--- src/rtl/baud_pkg.sv ---
package baud_pkg;
  typedef enum logic [1:0] {
    SRC_ASYNC  = 2'd0,
    SRC_MASTER = 2'd1,
    SRC_SLAVE  = 2'd2
  } clk_src_e;

  function automatic clk_src_e decode_src(input logic sync_mode, input logic pin_out);
    if (!sync_mode) return SRC_ASYNC;
    return pin_out ? SRC_MASTER : SRC_SLAVE;
  endfunction
endpackage

--- src/rtl/baud_prescaler.sv ---
module baud_prescaler #(
  parameter int unsigned DIV_W = 12
) (
  input  logic             clk_i,
  input  logic             rst_ni,
  input  logic [DIV_W-1:0] div_i,
  input  logic             wr_i,
  output logic             tick_o
);
  logic [DIV_W-1:0] div_q, cnt_q;

  always_ff @(posedge clk_i or negedge rst_ni) begin
    if (!rst_ni) begin
      div_q <= '0;
      cnt_q <= '0;
    end else if (wr_i) begin
      div_q <= div_i;
      cnt_q <= div_i;
    end else if (cnt_q == '0) begin
      cnt_q <= div_q;
    end else begin
      cnt_q <= cnt_q - 1'b1;
    end
  end

  // a write cycle never ticks: the reload starts a fresh period
  assign tick_o = !wr_i && (cnt_q == '0);
endmodule

--- src/rtl/baud_divchain.sv ---
module baud_divchain #(
  parameter int unsigned S1_W = 1,
  parameter int unsigned S2_W = 2,
  parameter int unsigned S3_W = 1
) (
  input  logic clk_i,
  input  logic rst_ni,
  input  logic tick_i,
  input  logic clr_i,
  input  logic dbl_i,
  output logic async_tx_o,
  output logic half_o,
  output logic half_rise_o,
  output logic half_fall_o
);
  localparam int unsigned DW      = S1_W + S2_W + S3_W;
  localparam int unsigned FAST_W  = S1_W + S2_W;
  localparam int unsigned RISE_AT = (1 << (S1_W - 1)) - 1;

  logic [DW-1:0] dv_q;
  logic          full_wrap, fast_wrap;

  always_ff @(posedge clk_i or negedge rst_ni) begin
    if (!rst_ni)     dv_q <= '0;
    else if (clr_i)  dv_q <= '0;
    else if (tick_i) dv_q <= dv_q + 1'b1;
  end

  assign full_wrap   = &dv_q;
  assign fast_wrap   = &dv_q[FAST_W-1:0];
  // double speed skips the last stage
  assign async_tx_o  = tick_i && (dbl_i ? fast_wrap : full_wrap);
  assign half_o      = dv_q[S1_W-1];
  assign half_rise_o = tick_i && (dv_q[S1_W-1:0] == RISE_AT[S1_W-1:0]);
  assign half_fall_o = tick_i && (&dv_q[S1_W-1:0]);
endmodule

--- src/rtl/baud_ext_sync.sv ---
module baud_ext_sync #(
  parameter int unsigned STAGES = 2
) (
  input  logic clk_i,
  input  logic rst_ni,
  input  logic ext_i,
  output logic rise_o,
  output logic fall_o
);
  logic [STAGES:0] sh_q;

  always_ff @(posedge clk_i or negedge rst_ni) begin
    if (!rst_ni) sh_q <= '0;
    else         sh_q <= {sh_q[STAGES-1:0], ext_i};
  end

  assign rise_o = sh_q[STAGES-1] && !sh_q[STAGES];
  assign fall_o = !sh_q[STAGES-1] && sh_q[STAGES];
endmodule

--- src/rtl/baud_clkgen.sv ---
module baud_clkgen
  import baud_pkg::*;
#(
  parameter int unsigned DIV_W       = 12,
  parameter int unsigned SYNC_STAGES = 2
) (
  input  logic             clk_i,
  input  logic             rst_ni,
  input  logic [DIV_W-1:0] div_i,
  input  logic             div_wr_i,
  input  logic             sync_mode_i,
  input  logic             dbl_speed_i,
  input  logic             pin_out_i,
  input  logic             edge_sel_i,
  input  logic             ext_clk_i,
  output logic             tx_tick_o,
  output logic             rx_tick_o,
  output logic             ext_clk_o
);
  clk_src_e src, src_q;
  logic pre_tick, async_tx, half, half_rise, half_fall;
  logic ext_rise, ext_fall, sync_evt;
  logic tx_q, rx_q;

  assign src = decode_src(sync_mode_i, pin_out_i);

  baud_prescaler #(.DIV_W(DIV_W)) u_pre (
    .clk_i (clk_i),
    .rst_ni(rst_ni),
    .div_i (div_i),
    .wr_i  (div_wr_i),
    .tick_o(pre_tick)
  );

  baud_divchain u_chain (
    .clk_i      (clk_i),
    .rst_ni     (rst_ni),
    .tick_i     (pre_tick),
    .clr_i      (div_wr_i),
    .dbl_i      (dbl_speed_i && (src == SRC_ASYNC)),
    .async_tx_o (async_tx),
    .half_o     (half),
    .half_rise_o(half_rise),
    .half_fall_o(half_fall)
  );

  baud_ext_sync #(.STAGES(SYNC_STAGES)) u_sync (
    .clk_i (clk_i),
    .rst_ni(rst_ni),
    .ext_i (ext_clk_i),
    .rise_o(ext_rise),
    .fall_o(ext_fall)
  );

  always_comb begin
    unique case (src)
      SRC_MASTER: sync_evt = edge_sel_i ? half_fall : half_rise;
      SRC_SLAVE:  sync_evt = edge_sel_i ? ext_fall : ext_rise;
      default:    sync_evt = 1'b0;
    endcase
  end

  always_ff @(posedge clk_i or negedge rst_ni) begin
    if (!rst_ni) begin
      tx_q  <= 1'b0;
      rx_q  <= 1'b0;
      src_q <= SRC_ASYNC;
    end else begin
      src_q <= src;
      tx_q  <= (src == SRC_ASYNC) ? async_tx : sync_evt;
      rx_q  <= (src == SRC_ASYNC) ? pre_tick : sync_evt;
    end
  end

  assign tx_tick_o = tx_q;
  assign rx_tick_o = rx_q;
  assign ext_clk_o = (src_q == SRC_MASTER) && half;
endmodule

--- config.mk ---
export PLATFORM = sky130hd
export DESIGN_NAME = baud_clkgen
export DESIGN_NICKNAME = d
export VERILOG_FILES = /design/src/rtl/baud_pkg.sv /design/src/rtl/baud_prescaler.sv /design/src/rtl/baud_divchain.sv /design/src/rtl/baud_ext_sync.sv /design/src/rtl/baud_clkgen.sv
export SDC_FILE = /design/constraint.sdc
export NUM_CORES = 1
export LEC_CHECK = 0
export ABC_CLOCK_PERIOD_IN_PS = 3300
export BUFFER_PORTS_ARGS = -buffer_cell sky130_fd_sc_hd__buf_2
export CAP_MARGIN = 20
export CORE_MARGIN = 2
export CORE_UTILIZATION = 46
export CTS_CLUSTER_DIAMETER = 200
export CTS_CLUSTER_SIZE = 14
export DETAILED_ROUTE_END_ITERATION = 12
export GPL_TIMING_DRIVEN = 0
export PLACE_DENSITY = 0.75
export SLEW_MARGIN = 0
export SYNTH_ARGS = -nofsm -noshare
export SYNTH_HDL_FRONTEND = slang
export SYNTH_HIERARCHICAL = 1
export SYNTH_SLANG_ARGS = --single-unit
--- constraint.sdc ---
create_clock -name clk_i -period 3.3 [get_ports clk_i]
set_input_delay 0.33 -clock clk_i [delete_from_list [all_inputs] [get_ports clk_i]]
set_output_delay 0.33 -clock clk_i [all_outputs]
set_load 0.1 [all_outputs]
# Word level (Yosys, flattened, before mapping)
# Index checks and enable logic that the tools add are counted.
totals:
  regBits: 35
  input_bits: 20
  output_inout_bits: 3
op_classes:
  muxes: 12
  bitwise_logic: 1
  n_addsub: 2
  reduce_logical: 16
  n_eq_ne: 3
op_table:
  columns: ["operator", "count"]
  rows:
  - ["$mux W12", 2]
  - ["$logic_not A12 Y1", 1]
  - ["$sub A12 B1 Y12 const B", 1]
  - ["$logic_and A1 B1 Y1", 8]
  - ["$mux W4", 2]
  - ["$mux W1", 5]
  - ["$add A4 B1 Y4 const B", 1]
  - ["$eq A2 B1 Y1 const B", 2]
  - ["$mux W2", 2]
  - ["$reduce_and A4 Y1", 1]
  - ["$logic_not A1 Y1", 3]
  - ["$reduce_and A3 Y1", 1]
  - ["$eq A2 B2 Y1 const B", 1]
  - ["$logic_not A2 Y1", 1]
  - ["$pmux W1 S2", 1]
  - ["$reduce_bool A2 Y1", 1]
  - ["$not A1 Y1", 1]

# Depth between registers and ports, before layout
# Gate-level depths: netlist (run 1).
depth:
  word_depth: 7
  mapped_depth: 11
  ltp_nobuf: 8

# Hierarchy
# The synthesis (run 1) kept the hierarchy.
modules_own_cells:
  columns: ["module", "seq_area_each_um2", "instances", "cells_per_inst", "area_each_um2"]
  rows:
  - ["baud_prescaler", 600.6, 1, 140, 1313.8]
  - ["baud_divchain", 100.1, 1, 22, 256.5]
  - ["baud_clkgen", 100.1, 1, 17, 181.4]
  - ["baud_ext_sync", 75.1, 1, 5, 90.1]

# Worst setup path before layout (run 1)
# No wires, ideal clock.
synth_path:
  path_kind: "register -> register"
  startpoint: "reg u_pre.cnt_q[0]"
  endpoint: "reg u_chain.dv_q[3]"
  n_path_buf: 3
  required_ns: 3.175
  path_stages_with_launch: 11
  slack_ns: 0.689
  setup_time_ns: 0.125
  arrival_ns: 2.486
  cell_sequence: "dfrtp_1 -> inv_1 -> ha_1 -> or3b_2 -> or4_1 -> buf_2 -> buf_6 -> nor2_1 -> buf_6 -> nand4_4 -> mux2_4"
synth_via:
  elab_chain_cells: 3
synth_lines:
  columns: ["item", "line", "text"]
  rows:
  - ["from (decl)", "baud_prescaler.sv:10", "logic [DIV_W-1:0] div_q, cnt_q;"]
  - ["from (signal assigned)", "baud_prescaler.sv:18", "cnt_q <= div_i;"]
  - ["from (signal assigned)", "baud_prescaler.sv:20", "cnt_q <= div_q;"]
  - ["from (signal assigned)", "baud_prescaler.sv:22", "cnt_q <= cnt_q - 1'b1;"]
  - ["$logic_not A12 Y1", "baud_prescaler.sv:27", "assign tick_o = !wr_i && (cnt_q == '0);"]
  - ["$logic_and A1 B1 Y1", "baud_prescaler.sv:27", null]
  - ["net pre_tick", "baud_clkgen.sv:21", "logic pre_tick, async_tx, half, half_rise, half_fall;"]
  - ["$reduce_bool A2 Y1 (no line)", null, null]
  - ["to (signal assigned)", "baud_divchain.sv:26", "else if (tick_i) dv_q <= dv_q + 1'b1;"]
  - ["to (decl)", "baud_divchain.sv:20", "logic [DW-1:0] dv_q;"]
# The timed path passes the listed nets, and every way through them passes these cells.
# A chain may end at the register's enable or synchronous reset.

# Worst setup path after layout (run 1)
# Same ends and word-level chain as after synthesis.

==> metrics.txt, run 1 <==
status finished, final reports clean; R2R Path End u_chain/dv_q[3]; #FFs+latches synth 35; post-route ant nets 0; critical path class flop to flop; num ports 23; final setup violating endpoints 0; mux share of post-synthesis cell area 7.54%; CTS tree done; worst-case reg-to-reg path depth 10; Clock Path Buffers 2; global placer's final weighted congestion 0.762; Slew @ Worst Pin 0.745 ns; Post-synth EDFFs 0; largest net degree at the start of global routing 36; Vias 1,386; xor and xnor area share after synthesis 1.43%; per-cell routed wire length 12.6 um; syn nets 208; # diodes 0; Vias/cell 5.29; Synth Flop Type dfrtp_1; RSZ-0062 raised after global routing no; count of final hold-check violations 0; TritonRoute pass-1 iters 4; PwrDens 451 nW/um^2; Root Buffer clkbuf_8; hold-fix buffer count after cts 0; CP max FO 10; final wirelength 3300 um; Finished Cell Area 2090 um^2; Row Count 22; clock sink count 35; max cap viols 0; ratio of cells with drive above 1 in the final layout 21.0%; crit share post-route 85.8%; Post-Synth Simple-Gate Area 19.0%; YS warnings 6; area grow syn2layout 13.7%; Die Span Y 67.3 um; worst slack at placement 0.472 ns; synth top area cells dfrtp_1 48%, mux2i_1 4.9%, o21ai_0 4.1%; TritonCTS Buffers 5; worst hold path class primary input to asynchronous set/reset pin; Reg-to-Reg Start u_pre/cnt_q[0]; largest family of logic cells by synthesized area simple AND/OR/NAND/NOR gates; Starting Density 49.2%; post-layout util 55.9%; max_slew headroom 50.3%; Synth Area in Compound Gates 15.4%; setup bufs post-CTS 0; post-synthesis average cell area 10.0 um^2; DRC 0; area leader, netlist dfrtp_1; fin nets 237; vias in the first global route 1,316; Worst VDD drop 0.000229 V; IO Port Bufs 22; overall die area 4530 um^2; final worst slack 0.470 ns; initial detailed-routing violation count 56; HPWL after DPL 2380 um; startpoint types flop; Leak Pwr 1.03 nW; clock slew seen by the registers of the worst setup and hold paths 0.07 ns; Reg2Reg Setup Slack 0.47 ns; Tmin final 2.83 ns; register area share after synthesis 47.6%; first-pass GRT wire length 5870 um; antenna violations before repair 0; Mapped Cells 184; share of the synthesized area in the top cell type 47.6%; placed cell area 2010 um^2; mapped cell area 1840 um^2; Die X-Extent 67.3 um; Skew-Pair Late Insertion Delay 0.29 ns; Critical Path RT 3.48 ns; grt ovf 0; crit end category flop; aggregate global-route resource usage 17.6%; top achievable clock speed 353 MHz; post-synthesis async set-or-reset flop share 100%; core area 3740 um^2; setup TNS 0 ns; Clock Skew 0.00398 ns; CTS resizes 0; Yosys cell types 48; Pins Over Slew Limit 0; CP arrival 3.01 ns; Synth Area in Adders 2.72%; Final Power 0.000945 W; depth of the CTS H-tree 2
state kept, by name (all words and copies together), names as in the netlist:
signal	flops
u_pre/cnt_q	12
u_pre/div_q	12
u_chain/dv_q	4
u_sync/sh_q	3
src_q	2
rx_tick_o	1
tx_tick_o	1
through the flow:
| step | hold WS [ns] | cells |
|---|---|---|
| final | 0.102 | 262 |
| after CTS | 0.126 | 262 |
| after global placement | 0.336 | 254 |
| after global routing | 0.128 | 262 |
| after floorplan | 0.0344 | 184 |
| after detailed placement | 0.336 | 254 |
report_power, final:
group,internal [W],switching [W]
Combinational,0.0000712,0.0000881
Sequential,0.000465,0.0000282
Clock,0.000148,0.000145
Total,0.000684,0.000261
metal layers:
| metal | wire length (um) | vias to the layer above | share of wire [%] | GRT usage, % |
|---|---|---|---|---|
| met1 | 1650 | 653 | 50 | 23.3 |
| met5 | 0 | - | 0 | 0 |
| met3 | 142 | 6 | 4.3 | 5.50 |
| met2 | 1450 | 31 | 44 | 27.1 |
| met4 | 61 | 0 | 1.8 | 6.89 |
| li1 | - | 696 | - | - |
layout by cell type, fill, tap and decap left out, types with 3 or more instances in the layout:
cell and instances:
mux2i_1 9, a21oi_1 3, mux2_2 3, nand2b_1 5
clkbuf_1 7, nor2_1 14, or4_1 3, nor3_1 3
ha_1 4, buf_2 23, nand2_1 15, o31ai_1 5
dfrtp_1 35, o21ai_0 15, inv_1 18, clkbuf_8 5
nor2b_1 4
cells by family (layout without fill, tap and decap cells):
kind of cell    Yosys count  after routing
mux                      13             13
compound gates           41             41
xor+xnor                  3              3
flops                    35             35
buf+inv                  27             57
simple gates             61             61
fa+ha+maj                 4              4
area by class of cell:
type,count,area (um^2)
repair buffers,22,110
multi-input cells,122,848
flip-flops and latches,35,876
plain buffers,9,50.0
clock buffers,7,76.3
inverters,18,67.6
well taps,48,60.1
fillers,338,1650
clock inverters,1,5.00
worst max-delay path by stage:
stage,startpoint,end,slack [ns]
2_1_floorplan,u_pre/cnt_q[0],u_chain/dv_q[3],0.69
3_3_place_gp,u_pre/cnt_q[0],u_chain/dv_q[3],0.49
3_5_place_dp,u_pre/cnt_q[0],u_chain/dv_q[3],0.47
4_1_cts,u_pre/cnt_q[0],u_chain/dv_q[3],0.46
5_1_grt,u_pre/cnt_q[0],tx_tick_o,0.32
6_report,u_pre/cnt_q[0],u_chain/dv_q[3],0.47
synthesized netlist by cell type, types with 3 or more instances:
cell type	n
a21oi_1	3
clkbuf_1	5
dfrtp_1	35
ha_1	4
inv_1	18
mux2_2	3
mux2i_1	9
nand2_1	15
nand2b_1	5
nor2_1	14
nor2b_1	4
nor3_1	3
o21ai_0	15
o31ai_1	5
or4_1	3
worst max-delay path, cell delays in order, from the launching register on:
cell and delay, ns:
dfrtp_1 0.42, inv_1 0.10, ha_1 0.24, or3b_2 0.45, or4_1 0.48, buf_2 0.17, buf_6 0.15, nor2_1 0.16
buf_6 0.16, nand4_4 0.09, mux2_4 0.31
Note: power is estimated with default switching activity, not from simulation.
==> inputs of run 2 (changes only) <==
Settings changed: BUFFER_PORTS_ARGS -buffer_cell sky130_fd_sc_hd__buf_2 to default, DONT_BUFFER_PORTS from default to 1, PLACE_DENSITY 0.75 to 0.7, REMOVE_ABC_BUFFERS from default to 1.
==> metrics.txt, run 2 (synthesis gave the netlist of run 1 again) <==
global placer's final weighted congestion 0.824 (+8.2%); Die Span Y 67.3 um (unchanged); num ports 23 (unchanged); area grow syn2layout 6.39%; clock slew seen by the registers of the worst setup and hold paths 0.06 ns (about the same); max cap viols 0 (unchanged); depth of the CTS H-tree 2 (unchanged); crit end category flop; final setup violating endpoints 0 (unchanged); Worst VDD drop 0.000255 V (+11%); overall die area 4530 um^2 (unchanged); setup bufs post-CTS 0 (unchanged); fin nets 208 (-12%); TritonCTS Buffers 5 (unchanged); HPWL after DPL 2370 um (-0.19%); vias in the first global route 1,321 (+0.38%); CP arrival 3.15 ns (+0.14 ns); Final Power 0.000910 W (-3.7%); Root Buffer clkbuf_8; Row Count 22 (unchanged); largest net degree at the start of global routing 45 (+25%); Vias/cell 5.64 (+6.5%); Vias 1,302 (-6.1%); Slew @ Worst Pin 1.05 ns (+0.307 ns); grt ovf 0 (unchanged); top achievable clock speed 335 MHz (-5.1%); Leak Pwr 0.923 nW (-10%); startpoint types flop; RSZ-0062 raised after global routing no; critical path class flop to flop; CTS tree done; Skew-Pair Late Insertion Delay 0.28 ns (about the same); Largest regs u_pre/cnt_q: 12 flops, u_pre/div_q: 12 flops, u_chain/dv_q: 4 flops; post-route ant nets 0 (unchanged); Starting Density 49.2% (unchanged); status finished, final reports clean; antenna violations before repair 0 (unchanged); first-pass GRT wire length 5730 um (-2.4%); TritonRoute pass-1 iters 4 (unchanged); commonest cells after routing, fill and taps aside 35 x dfrtp_1, 18 x inv_1, 15 x nand2_1, 15 x o21ai_0, 12 x nor2_1; count of final hold-check violations 0 (unchanged); commonest non-fill, non-tap cell in the layout dfrtp_1; CP max FO 12 (+2); CP Cell Sequence inv_1 -> ha_1 -> or3b_2 -> or4_1 -> nor2_2 -> nand4_4 -> mux2_4; Tmin final 2.98 ns (+0.152 ns); DRC 0 (unchanged); Clock Path Buffers 2 (unchanged); core area 3740 um^2 (unchanged); ratio of cells with drive above 1 in the final layout 12.0% (-9.0 points); CP Buf/Inv Count 1 (-3); initial detailed-routing violation count 87 (+55%); aggregate global-route resource usage 17.2% (-0.42 points); Critical Path Slowest Stage Cell or4_1; crit share post-route 90.4% (+4.6 points); Reg2Reg Setup Slack 0.32 ns (-0.15 ns); PwrDens 464 nW/um^2 (+2.9%); setup TNS 0 ns (unchanged); Die X-Extent 67.3 um (unchanged); Pins Over Slew Limit 0 (unchanged); clock sink count 35 (unchanged); Largest delay share family, worst path simple AND/OR/NAND/NOR gates; max incr delay on CP 0.77 ns (+0.29 ns); # diodes 0 (unchanged); IO Port Bufs 0 (-100%); per-cell routed wire length 14.5 um (+15%); Critical Path RT 3.47 ns (about the same); final wirelength 3340 um (+1.2%); Clock Skew 0.00674 ns (+0.00277 ns); worst hold path class primary input to flop; max_slew headroom 29.8% (-21 points); fillers 346 (+2.4%)
-- run 2: cell types whose count changed in the layout (fill, tap and decap cells not counted), sizes merged --
cell and change:
buf -25, dlygate4sd3 +1, clkinv -1, clkbuf -6
-- run 2: final cells by class --
cell class | count | area (um^2) | area share (%)
inverters | 18 | 67.6 | 3.45
well taps | 48 | 60.1 | 3.07
clock buffers | 6 | 72.6 | 3.70
flip-flops and latches | 35 | 876 | 44.7
repair buffers | 2 | 30.0 | 1.53
multi-input cells | 122 | 853 | 43.6
-- run 2: repair_timing --
item | 4_1_cts | 5_1_grt
hold endpoints to repair | 35 | 0
endpoints found under the setup margin | 0 | 3
hold buffers | 2 | 0
gates resized for setup | 0 | 1
-- run 2: per-layer routing --
layer,vias to the layer above,share of wire [%],global-route usage [%],wire length (um)
li1,636,-,-,-
met1,631,43,20.0,1420
met2,27,50,29.2,1670
met3,8,5.4,4.67,179
met4,0,2.2,8.42,72
met5,-,0,0,0
-- run 2: worst paths after layout --
check                               start  cells after the start              end
min in group asynchronous          rst_ni                      2   u_pre/div_q[7]
max reg2reg                u_pre/cnt_q[0]                      7  u_chain/dv_q[3]
min reg2reg                u_sync/sh_q[0]                      0   u_sync/sh_q[1]
min                             ext_clk_i                      0   u_sync/sh_q[0]
max in group asynchronous          rst_ni                      2        tx_tick_o
max                        u_pre/cnt_q[0]                      7  u_chain/dv_q[3]
-- run 2: power by group --
group | switching [W] | total [W] | internal [W]
logic | 0.0000666 | 0.000131 | 0.0000643
registers | 0.0000391 | 0.000504 | 0.000465
clock network | 0.000135 | 0.000275 | 0.000140
-- run 2: metrics by stage --
step	util, %	hold WS (ns)	instances	cell area (um^2)	setup slack [ns]
2_1_floorplan	-	0.0344	175	1790	0.473
3_3_place_gp	49.5	0.0357	223	1850	0.182
3_5_place_dp	49.5	0.0355	223	1850	0.120
4_1_cts	52.3	0.0615	231	1960	0.106
5_1_grt	52.3	0.0589	231	1960	0.108
6_report	52.3	0.0747	231	1960	0.318
==> inputs of run 3 (changes only) <==
Settings changed: CORE_ASPECT_RATIO from default to 0.7.
==> metrics.txt, run 3 (synthesis gave the netlist of run 1 again) <==
status finished, final reports clean; Worst VDD drop 0.000195 V (-23%); worst slack at placement 0.0766 ns (-0.0438 ns); Clock Path Buffers 2 (unchanged); CP arrival 3.22 ns (+0.07 ns); setup bufs post-CTS 0 (unchanged); final setup violating endpoints 0 (unchanged); PwrDens 488 nW/um^2 (+5.0%); vias in the first global route 1,326 (+0.38%); antenna violations before repair 0 (unchanged); Slew @ Worst Pin 1.05 ns (+0.000400 ns); area grow syn2layout 8.15%; commonest non-fill, non-tap cell in the layout dfrtp_1; fillers 351 (+1.4%); largest net degree at the start of global routing 45 (unchanged); Largest regs u_pre/cnt_q: 12 flops, u_pre/div_q: 12 flops, u_chain/dv_q: 4 flops; crit end category flop; final worst slack 0.279 ns (-0.0392 ns); commonest cells after routing, fill and taps aside 35 x dfrtp_1, 18 x inv_1, 15 x nand2_1, 15 x o21ai_0, 12 x nor2_1; Pins Over Slew Limit 0 (unchanged); Die X-Extent 79.6 um (+18%); TritonRoute pass-1 iters 4 (unchanged); num ports 23 (unchanged); worst hold path class primary input to flop; # diodes 0 (unchanged); Final Power 0.000972 W (+6.8%); first-pass GRT wire length 5860 um (+2.3%); count of final hold-check violations 0 (unchanged); IO Port Bufs 0 (unchanged); DRC 0 (unchanged); CP Cell Sequence inv_1 -> ha_1 -> or3b_2 -> or4_1 -> nor2_2 -> and2_2 -> mux2i_1 -> o221ai_1; max cap viols 0 (unchanged); initial detailed-routing violation count 71 (-18%); TritonCTS Buffers 5 (unchanged); max incr delay on CP 0.78 ns (about the same); ratio of cells with drive above 1 in the final layout 13.0% (+0.95 points); Leak Pwr 0.938 nW (+1.6%); RSZ-0062 raised after global routing no; final wirelength 3320 um (-0.72%); clock sink count 35 (unchanged); Clock Skew 0.00515 ns (-0.00159 ns); crit share post-route 91.5% (+1.2 points); overall die area 4530 um^2 (+0.18%); Vias/cell 5.53 (-1.9%); max_slew headroom 29.7% (about the same); aggregate global-route resource usage 17.1% (-0.066 points); Starting Density 47.5% (-1.7 points); CTS tree done; CP max FO 12 (unchanged); Tmin final 3.02 ns (+0.0392 ns); clock slew seen by the registers of the worst setup and hold paths 0.07 ns (about the same); startpoint types flop; critical path class flop to flop; Skew-Pair Late Insertion Delay 0.29 ns (about the same); fin nets 208 (unchanged); hold_ws 0.0704 ns (-0.00435 ns); Vias 1,310 (+0.61%); post-route ant nets 0 (unchanged); CP Buf/Inv Count 1 (unchanged); Critical Path RT 3.50 ns (+0.03 ns); Root Buffer clkbuf_8; Row Count 19 (-14%); per-cell routed wire length 14.0 um (-3.2%); setup TNS 0 ns (unchanged); global placer's final weighted congestion 0.858 (+4.1%); post-layout util 51.4% (-0.93 points); grt ovf 0 (unchanged); core area 3870 um^2 (+3.5%); Critical Path Slowest Stage Cell or4_1; depth of the CTS H-tree 2 (unchanged); Die Span Y 56.9 um (-15%); HPWL after DPL 2300 um (-2.9%); top achievable clock speed 331 MHz (-1.3%); Largest delay share family, worst path simple AND/OR/NAND/NOR gates
==> run 3: cell types whose count changed in the layout (fill, tap and decap cells not counted) <==
cell,delta
clkbuf_8,+2
==> run 3: final timing paths <==
kind	startpoint	to	slack, ns	cells after the start
max	u_pre/cnt_q[0]	rx_tick_o	0.28	8
min	ext_clk_i	u_sync/sh_q[0]	0.07	0
max reg2reg	u_pre/cnt_q[0]	rx_tick_o	0.28	8
min reg2reg	u_sync/sh_q[0]	u_sync/sh_q[1]	0.35	0
max in group asynchronous	rst_ni	u_pre/div_q[0]	2.64	2
min in group asynchronous	rst_ni	u_pre/div_q[5]	0.48	2
==> run 3: where the power goes <==
part           internal (W)  leakage (nW)  switching (W)
Combinational     0.0000642         0.453      0.0000669
Sequential         0.000465         0.433      0.0000391
Clock              0.000190        0.0515       0.000147
==> run 3: metal layers <==
layer | part of all wire, % | up-vias | track usage [%]
met5 | 0 | - | 0
met4 | 2.5 | 0 | 10.1
met3 | 4.2 | 7 | 4.91
met2 | 45 | 20 | 25.7
met1 | 48 | 641 | 22.3
li1 | - | 642 | -
==> run 3: worst register-to-register path: stages (launching register included) <==
cell and delay (ns):
dfrtp_1 0.42, inv_1 0.10, ha_1 0.24, or3b_2 0.45, or4_1 0.78, nor2_2 0.45, and2_2 0.21, mux2i_1 0.08
o221ai_1 0.19
==> run 3: cell type report <==
cell class,instances,area (um^2),share of cell area (%)
clock buffer,8,100,5.03
timing repair buffer,2,30.0,1.51
sequential,35,876,44.0
tap,52,65.1,3.27
multi-input combinational,122,853,42.8
inverter,18,67.6,3.39
==> run 3: timing repair <==
action / in CTS / in global routing
endpoints found under the setup margin: 0 / 3
endpoints found under the hold margin: 35 / 0
resized for setup: 0 / 1
hold buffers: 2 / 0
==> run 3: through the flow <==
stage / instances / area (um^2)
3_5_place_dp: 227 / 1860
5_1_grt: 237 / 1990
6_report: 237 / 1990
2_1_floorplan: 175 / 1790
3_3_place_gp: 227 / 1860
4_1_cts: 237 / 1990
